`src/rtl/cam_reg_i2c_slave.sv`:
```
module cam_reg_i2c_slave #(
  parameter logic [7:0] ID_BASE     = 8'hC0,
  parameter logic [7:0] DEF_BAL     = 8'h80,
  parameter logic [7:0] DEF_CTR     = 8'h48,
  parameter logic [7:0] DEF_SHP     = 8'hC6,
  parameter logic [7:0] UNDEF_VAL   = 8'hFF
) (
  input  logic       clk,
  input  logic       rst_n,
  input  logic       scl_i,
  input  logic       sda_i,
  output logic       sda_oe,
  input  logic [2:0] cs_sel,
  input  logic       multi_en,
  input  logic       agc_en,
  input  logic       agc_upd,
  input  logic [5:0] agc_gain,
  output logic [5:0] reg_gain,
  output logic [7:0] reg_blue,
  output logic [7:0] reg_red,
  output logic [7:0] reg_sat,
  output logic [7:0] reg_contrast,
  output logic [7:0] reg_bright,
  output logic [7:0] reg_sharp
);

  typedef enum logic [2:0] {S_IDLE, S_RX, S_ACK, S_TX, S_MACK} st_t;

  logic [1:0] scl_ff, sda_ff;
  logic       scl_q, sda_q;
  st_t        st;
  logic [2:0] bitcnt;
  logic [7:0] sh;
  logic       got8;
  logic [1:0] phase;
  logic       rd_mode;
  logic       macked;
  logic [7:0] sub;
  logic [7:0] rd_val;

  wire scl_s     = scl_ff[1];
  wire sda_s     = sda_ff[1];
  wire scl_rise  = scl_s & ~scl_q;
  wire scl_fall  = ~scl_s & scl_q;
  wire start_det = scl_s & scl_q & sda_q & ~sda_s;
  wire stop_det  = scl_s & scl_q & ~sda_q & sda_s;

  wire [7:0] id_w    = multi_en ? ID_BASE + {3'b000, cs_sel, 2'b00} : ID_BASE;
  wire       addr_hit = (sh[7:1] == id_w[7:1]);
  wire       wr_en   = (st == S_RX) && scl_fall && got8 && (phase == 2'd2)
                       && !start_det && !stop_det;

  always_ff @(posedge clk or negedge rst_n) begin
    if (!rst_n) begin
      scl_ff <= 2'b11;
      sda_ff <= 2'b11;
      scl_q  <= 1'b1;
      sda_q  <= 1'b1;
    end else begin
      scl_ff <= {scl_ff[0], scl_i};
      sda_ff <= {sda_ff[0], sda_i};
      scl_q  <= scl_s;
      sda_q  <= sda_s;
    end
  end

  always_comb begin
    case (sub)
      8'h00:   rd_val = {2'b00, reg_gain};
      8'h01:   rd_val = reg_blue;
      8'h02:   rd_val = reg_red;
      8'h03:   rd_val = reg_sat;
      8'h05:   rd_val = reg_contrast;
      8'h06:   rd_val = reg_bright;
      8'h07:   rd_val = reg_sharp;
      default: rd_val = UNDEF_VAL;
    endcase
  end

  always_ff @(posedge clk or negedge rst_n) begin
    if (!rst_n) begin
      st      <= S_IDLE;
      bitcnt  <= '0;
      sh      <= '0;
      got8    <= 1'b0;
      phase   <= '0;
      rd_mode <= 1'b0;
      macked  <= 1'b0;
      sub     <= '0;
      sda_oe  <= 1'b0;
    end else if (start_det) begin
      st     <= S_RX;
      bitcnt <= '0;
      got8   <= 1'b0;
      phase  <= 2'd0;
      sda_oe <= 1'b0;
    end else if (stop_det) begin
      st     <= S_IDLE;
      sda_oe <= 1'b0;
    end else begin
      case (st)
        S_RX: begin
          if (scl_rise) begin
            sh     <= {sh[6:0], sda_s};
            bitcnt <= bitcnt + 3'd1;
            if (bitcnt == 3'd7) got8 <= 1'b1;
          end else if (scl_fall && got8) begin
            got8 <= 1'b0;
            case (phase)
              2'd0: begin
                if (addr_hit) begin
                  rd_mode <= sh[0];
                  sda_oe  <= 1'b1;
                  phase   <= 2'd1;
                  st      <= S_ACK;
                end else begin
                  st <= S_IDLE;
                end
              end
              2'd1: begin
                sub    <= sh;
                sda_oe <= 1'b1;
                phase  <= 2'd2;
                st     <= S_ACK;
              end
              default: begin
                sub    <= sub + 8'd1;
                sda_oe <= 1'b1;
                st     <= S_ACK;
              end
            endcase
          end
        end
        S_ACK: begin
          if (scl_fall) begin
            bitcnt <= '0;
            if (rd_mode) begin
              sh     <= rd_val;
              sda_oe <= ~rd_val[7];
              st     <= S_TX;
            end else begin
              sda_oe <= 1'b0;
              st     <= S_RX;
            end
          end
        end
        S_TX: begin
          if (scl_fall) begin
            bitcnt <= bitcnt + 3'd1;
            if (bitcnt == 3'd7) begin
              sda_oe <= 1'b0;
              sub    <= sub + 8'd1;
              st     <= S_MACK;
            end else begin
              sh     <= {sh[6:0], 1'b0};
              sda_oe <= ~sh[6];
            end
          end
        end
        S_MACK: begin
          if (scl_rise) begin
            macked <= ~sda_s;
          end else if (scl_fall) begin
            if (macked) begin
              sh     <= rd_val;
              sda_oe <= ~rd_val[7];
              st     <= S_TX;
            end else begin
              st <= S_IDLE;
            end
          end
        end
        default: sda_oe <= 1'b0;
      endcase
    end
  end

  always_ff @(posedge clk or negedge rst_n) begin
    if (!rst_n) begin
      reg_blue     <= DEF_BAL;
      reg_red      <= DEF_BAL;
      reg_sat      <= DEF_BAL;
      reg_contrast <= DEF_CTR;
      reg_bright   <= DEF_BAL;
      reg_sharp    <= DEF_SHP;
    end else if (wr_en) begin
      case (sub)
        8'h01: reg_blue     <= sh;
        8'h02: reg_red      <= sh;
        8'h03: reg_sat      <= sh;
        8'h05: reg_contrast <= sh;
        8'h06: reg_bright   <= sh;
        8'h07: reg_sharp    <= sh;
        default: ;
      endcase
    end
  end

  always_ff @(posedge clk or negedge rst_n) begin
    if (!rst_n)                       reg_gain <= '0;
    else if (!agc_en)                 reg_gain <= '0;
    else if (agc_upd)                 reg_gain <= agc_gain;
    else if (wr_en && sub == 8'h00)   reg_gain <= sh[5:0];
  end

  a_r6_idle_released: assert property (@(posedge clk) disable iff (!rst_n)
    (st == S_IDLE) |-> !sda_oe);

  a_r10_stop_to_idle: assert property (@(posedge clk) disable iff (!rst_n)
    stop_det |=> (st == S_IDLE && !sda_oe));

  a_r9_gain_off: assert property (@(posedge clk) disable iff (!rst_n)
    !agc_en |=> (reg_gain == 6'd0));

  a_r9_gain_upd: assert property (@(posedge clk) disable iff (!rst_n)
    (agc_en && agc_upd) |=> (reg_gain == $past(agc_gain)));

  a_r5_read_inc: assert property (@(posedge clk) disable iff (!rst_n)
    (st == S_TX && scl_fall && bitcnt == 3'd7 && !start_det && !stop_det)
      |=> (sub == $past(sub) + 8'd1));

endmodule

```
`config.mk`:
```
export PLATFORM = sky130hd
export DESIGN_NAME = cam_reg_i2c_slave
export DESIGN_NICKNAME = d
export VERILOG_FILES = /design/src/rtl/cam_reg_i2c_slave.sv
export SDC_FILE = /design/constraint.sdc
export NUM_CORES = 1
export LEC_CHECK = 0
export BUFFER_PORTS_ARGS = -buffer_cell sky130_fd_sc_hd__buf_2
export CORE_ASPECT_RATIO = 0.6
export CORE_MARGIN = 4
export CORE_UTILIZATION = 50
export CTS_CLUSTER_DIAMETER = 60
export CTS_CLUSTER_SIZE = 14
export DETAILED_ROUTE_END_ITERATION = 16
export PLACE_DENSITY = 0.72
export SLEW_MARGIN = 10
export SYNTH_ARGS = -nofsm -noshare
export SYNTH_HDL_FRONTEND = slang
export SYNTH_SLANG_ARGS = --single-unit
```
`constraint.sdc`:
```
create_clock -name clk -period 3.2 [get_ports clk]
set_clock_uncertainty 0.15 [all_clocks]
set_input_delay 0.48 -clock clk [delete_from_list [all_inputs] [get_ports clk]]
set_output_delay 0.48 -clock clk [all_outputs]
set_load 0.02 [all_outputs]
```
# Yosys cells after proc, flatten, opt, wreduce, memory -nomap -nowiden
# Cells that the tools add are included.
# word_totals
wordCells	183
in_bits	16
regBits	88
# op_classes
addsub	3
n_eq_ne	43
reduce_logical	34
n_mux	67
bitwise	16
# ops
op	count
two-way mux 8 bit	13
one-hot mux 8 bit (7 select lines)	1
two-way mux 3 bit	15
one-hot mux 8 bit (2 select lines)	2
one-hot mux 8 bit (4 select lines)	1
inequality test 4 bit (second input constant)	7
== test 8 x 3 -> 1 bit (second input constant)	3
inequality test 2 bit (second input constant)	12
AND reduction 8 bit	3
two-way mux 1 bit	19
two-way mux 2 bit	9
two-way mux 6 bit	3
== test 8 x 2 -> 1 bit (second input constant)	2
inequality test 3 bit (second input constant)	4
one-hot mux 3 bit (4 select lines)	1
AND reduction 2 bit	6
AND reduction 11 bit	1
NOT 1 bit	9
one-hot mux 3 bit (3 select lines)	1
adder 7 x 6 -> 8 bit (first input constant)	1
adder 8 x 1 -> 8 bit (second input constant)	1
== test 8 x 1 -> 1 bit (second input constant)	1
logical NOT 8 bit	1
AND reduction 4 bit	2
24 further kinds	45

# Logic depth before layout (Yosys ltp)
# depth
word_depth	11
ltp_mapped	9
ltp_nobuf	8

# Least setup slack after synthesis
# OpenSTA, ideal clock, no wires.
# synth_timing
kind	register to register
from	register sub[4]
to	register reg_red[1]
arrival_ps	1955
path_slack_ps	967
required_ps	2922
stages_incl_launch_ff	7
synth_period_minus_slack_ps	2233
cell_sequence	dfrtp_1 > or4_4 > nor2_8 > and4b_1 > and2b_4 > nand2_4 > mux2_1
# synth_between
elab_chain_cells	2
# synth_rtl
item	line_no	text
from (decl)	38	logic [7:0] sub;
from (signal assigned)	121	sub <= sh;
from (signal assigned)	127	sub <= sub + 8'd1;
from (signal assigned)	152	sub <= sub + 8'd1;
== test 8 x 2 -> 1 bit	187	case (sub)
AND reduction 2 bit (no source line)	--	
to (signal assigned)	189	8'h02: reg_red <= sh;
to (decl)	20	output logic [7:0] reg_red,
# Every way passes these cells.
# A chain may end at the register's enable or synchronous reset.

# Final worst setup path
# layout_timing
from	register st[0]
to	register st[1]
# layout_between
elab_chain_cells	4
elab_cells_between_ends	16
# layout_rtl
item	line_no	text
from (decl)	31	st_t st;
from (signal assigned)	82	st <= S_IDLE;
from (signal assigned)	92	st <= S_RX;
from (signal assigned)	98	st <= S_IDLE;
== test 3 bit (tied with other cells)	101	case (st)
one-hot mux 3 bit (4 select lines)	101	
two-way mux 3 bit	97	end else if (stop_det) begin
two-way mux 3 bit	91	end else if (start_det) begin
# Parallel ways exist; a longest one is shown, timed or not.

==> key figures <==
Routing
  – Violation count after the first detailed-route iteration: 464
  – Post-DRT Antenna Nets: 0
  – Final wirelength: 12400 um
  – Via count: 3799
  – Remaining DRCs: 0
  – DR WL/cell: 20.4 um
  – Pre-Repair DR Iteration Count: 6
  – Via density: 6.22

Clocking
  – Postcts setup bufs: 0
  – CTS Buf Count: 9
  – Worst-Skew Late Latency: 0.34 ns
  – CTS Buffer Depth: 2
  – CTS tree: yes
  – CTS HTree Levels: 3
  – Root Driver: clkbuf_16
  – Worst-path clk slew: 0.06 ns
  – CTS resizes: 0
  – # hold bufs at CTS: 0
  – CTS sink count: 88

Timing
  – Slew @ Worst Pin: 1.12 ns
  – RSZ-0062 raised after global routing: no
  – Slew HR: 0.254
  – Fin crit share: 0.798
  – Final hold viol count: 0
  – Minimum clock period after layout: 2.55 ns
  – Final setup TNS: 0 ns
  – Final setup fails: 0
  – Fmax: 391 MHz
  – Fin. max-slew vios: 0

Synthesis
  – Adder-Cell Fraction of Synth Area: 0.0165
  – Multiplexer share of the synthesized area: 0.130
  – Syn Area/Cell: 10.4 um^2
  – Post-synthesis net count: 458
  – Seq cells post-synth: 88
  – Async set-reset flop share out of synthesis: 1.00
  – Sequential share of the synthesized area: 0.489
  – Mapped Area: 4550 um^2
  – Unique cell type count in the Yosys netlist: 54
  – Syn Inst Count: 436
  – Largest family of logic cells by synthesized area: compound AO/OA/AOI/OAI gates
  – Post-synth EDFFs: 0
  – Post-Synth XOR/XNOR Area: 0.00385
  – Synth warn: 0
  – Top_reg_cell synth: dfrtp_1
  – Compound-Gate Fraction of Synth Area: 0.186
  – Post-Synth Simple-Gate Area: 0.142

Placement
  – Port-buffer cells: 70
  – GP Congestion: 0.967
  – Inst Count DP: 595
  – Final HPWL DP: 8940 um

Floorplanning
  – Core Region: 8690 um^2
  – Initial Utilization: 0.523
  – Die H: 81.9 um
  – Top-level I/O count: 71
  – Row count: 26
  – Die Area: 10700 um^2
  – Die width: 131 um

Global routing
  – M3 GR Usage: 0.0754
  – Vias in the first global route: 3537
  – Initial antenna violation count: 0
  – Met1 Track Usage GR: 0.374
  – Largest net degree at the start of global routing: 89
  – GR Overflow Total: 0
  – First-pass GRT wire length: 19300 um
  – Total GRT Usage: 0.239
  – GRT busiest layer: met1
  – Met2 usage: 0.310

Critical path
  – Arr. time, crit path: 2.63 ns
  – Reg2Reg Capture Point: st[1]$_DFFE_PN0P_
  – Crit path capture type: register
  – Critical path class: reg -> reg
  – Path depth of the worst reg2reg path: 5
  – FF-to-FF setup slack: 0.65 ns
  – Worst setup SP type: register
  – Worst r2r src: st[0]$_DFFE_PN0P_
  – Critical Path RT: 3.28 ns
  – Maximum fanout along the worst path: 16

Min path
  – Worst hold-check path type: in -> reg
  – Hold depth: 1
  – Hold Startpoint: sda_i
  – WHS Endpoint: sda_ff[0]$_DFF_PN1_

Finish
  – Most frequent cells in the layout: dfrtp_1, buf_2, mux2_2
  – Post-Route Utilization: 0.604
  – Synthesis-to-layout area growth: 15.4%
  – Final Non-Filler Cells: 611
  – Share of cells above drive strength 1: 0.335
  – Commonest non-fill, non-tap cell in the layout: dfrtp_1
  – Ant. Diodes: 0
  – Fin nets: 516

Power
  – Power Dens Cells: 540 nW/um^2
  – Peak VDD IR: 276 uV
  – LEAKAGE: 2.59 nW

Status
  – Status: complete, no violations

Run
  – Max Cap Violations: 0
-- per-layer routing --
metal  wire, um  up-vias
met3       1300       15
met2       4920      193
met5          0        -
met1       6070     1873
met4        158        0
li1           -     1718
-- sequential cells by signal, indices dropped and copies added, names as in the netlist --
| name | flops |
|---|---|
| scl_q | 1 |
| reg_contrast | 8 |
| sub | 8 |
| sda_q | 1 |
| got8 | 1 |
| sda_oe | 1 |
| reg_red | 8 |
| reg_sat | 8 |
| st | 3 |
| sda_ff | 2 |
| reg_gain | 6 |
| scl_ff | 2 |
| rd_mode | 1 |
| bitcnt | 3 |
| reg_blue | 8 |
| macked | 1 |
| sh | 8 |
| reg_sharp | 8 |
| phase | 2 |
| reg_bright | 8 |
-- synthesized netlist by cell type (5+ instances only) --
master	n	area [um^2]
nand2_1	41	154
clkbuf_1	24	90.1
o21ai_0	29	145
a222oi_1	8	80.1
nor2b_1	11	68.8
o31ai_1	5	37.5
a31oi_1	12	75.1
inv_1	10	37.5
dfstp_2	16	420
nor2_1	15	56.3
a22o_1	14	123
o22ai_1	6	37.5
dfrtp_1	72	1800
ha_1	6	75.1
mux2_2	46	518
a21oi_1	35	175
nand2b_1	5	31.3
nand3_1	13	65.1
nor3_1	9	45.0
-- cells by family after synthesis --
family,Yosys count
XOR/XNOR,2
flip-flops,88
AND/OR/NAND/NOR,120
multiplexers,53
buffers and inverters,38
adder cells (fa/ha/maj),6
AO/OA/AOI/OAI,129
-- critical path: stages, from the launching register on --
cell     delay [ns]
dfrtp_1        0.63
nor2b_1        0.34
a22oi_1        0.14
o32ai_1        0.70
nor2_1         0.23
a22o_1         0.26
-- power by group --
group          switching, W  leakage, nW  internal [W]
clock network      0.000414        0.136      0.000566
registers          0.000249         1.15       0.00120
logic              0.000226         1.31      0.000176
total              0.000889         2.59       0.00195
-- how the worst max path moves through the flow --
| stage | from | endpoint | slack, ns |
|---|---|---|---|
| 2_1_floorplan | sub[4]$_DFFE_PN0P_ | reg_red[1]$_DFFE_PN0P_ | 0.97 |
| 3_3_place_gp | st[0]$_DFFE_PN0P_ | st[1]$_DFFE_PN0P_ | 0.73 |
| 3_5_place_dp | sub[0]$_DFFE_PN0P_ | sh[4]$_DFFE_PN0P_ | 0.71 |
| 4_1_cts | sub[0]$_DFFE_PN0P_ | sh[4]$_DFFE_PN0P_ | 0.70 |
| 5_1_grt | sub[0]$_DFFE_PN0P_ | sda_oe$_DFFE_PN0P_ | 0.40 |
| 6_report | st[0]$_DFFE_PN0P_ | st[1]$_DFFE_PN0P_ | 0.65 |
-- through the flow --
step / worst slack (ns) / power, W / hold WS [ns] / area [um^2]
final: 0.645 / 0.00283 / 0.0890 / 5240
after global routing: 0.399 / 0.00297 / 0.0754 / 5240
after CTS: 0.698 / 0.00284 / 0.0747 / 5240
after detailed placement: 0.713 / 0.00186 / 0.197 / 4970
after global placement: 0.729 / 0.00185 / 0.197 / 4970
after floorplan: 0.967 / 0.00167 / 0.0344 / 4550
-- cell type report --
class,count,area [um^2]
clock buffer,13,260
clock inverter,3,17.5
fill,709,3440
inverter,10,37.5
multi-input combinational,310,2180
sequential,88,2220
tap,112,140
timing repair buffer,75,390
No activity file was read; power rests on OpenSTA's default activity.
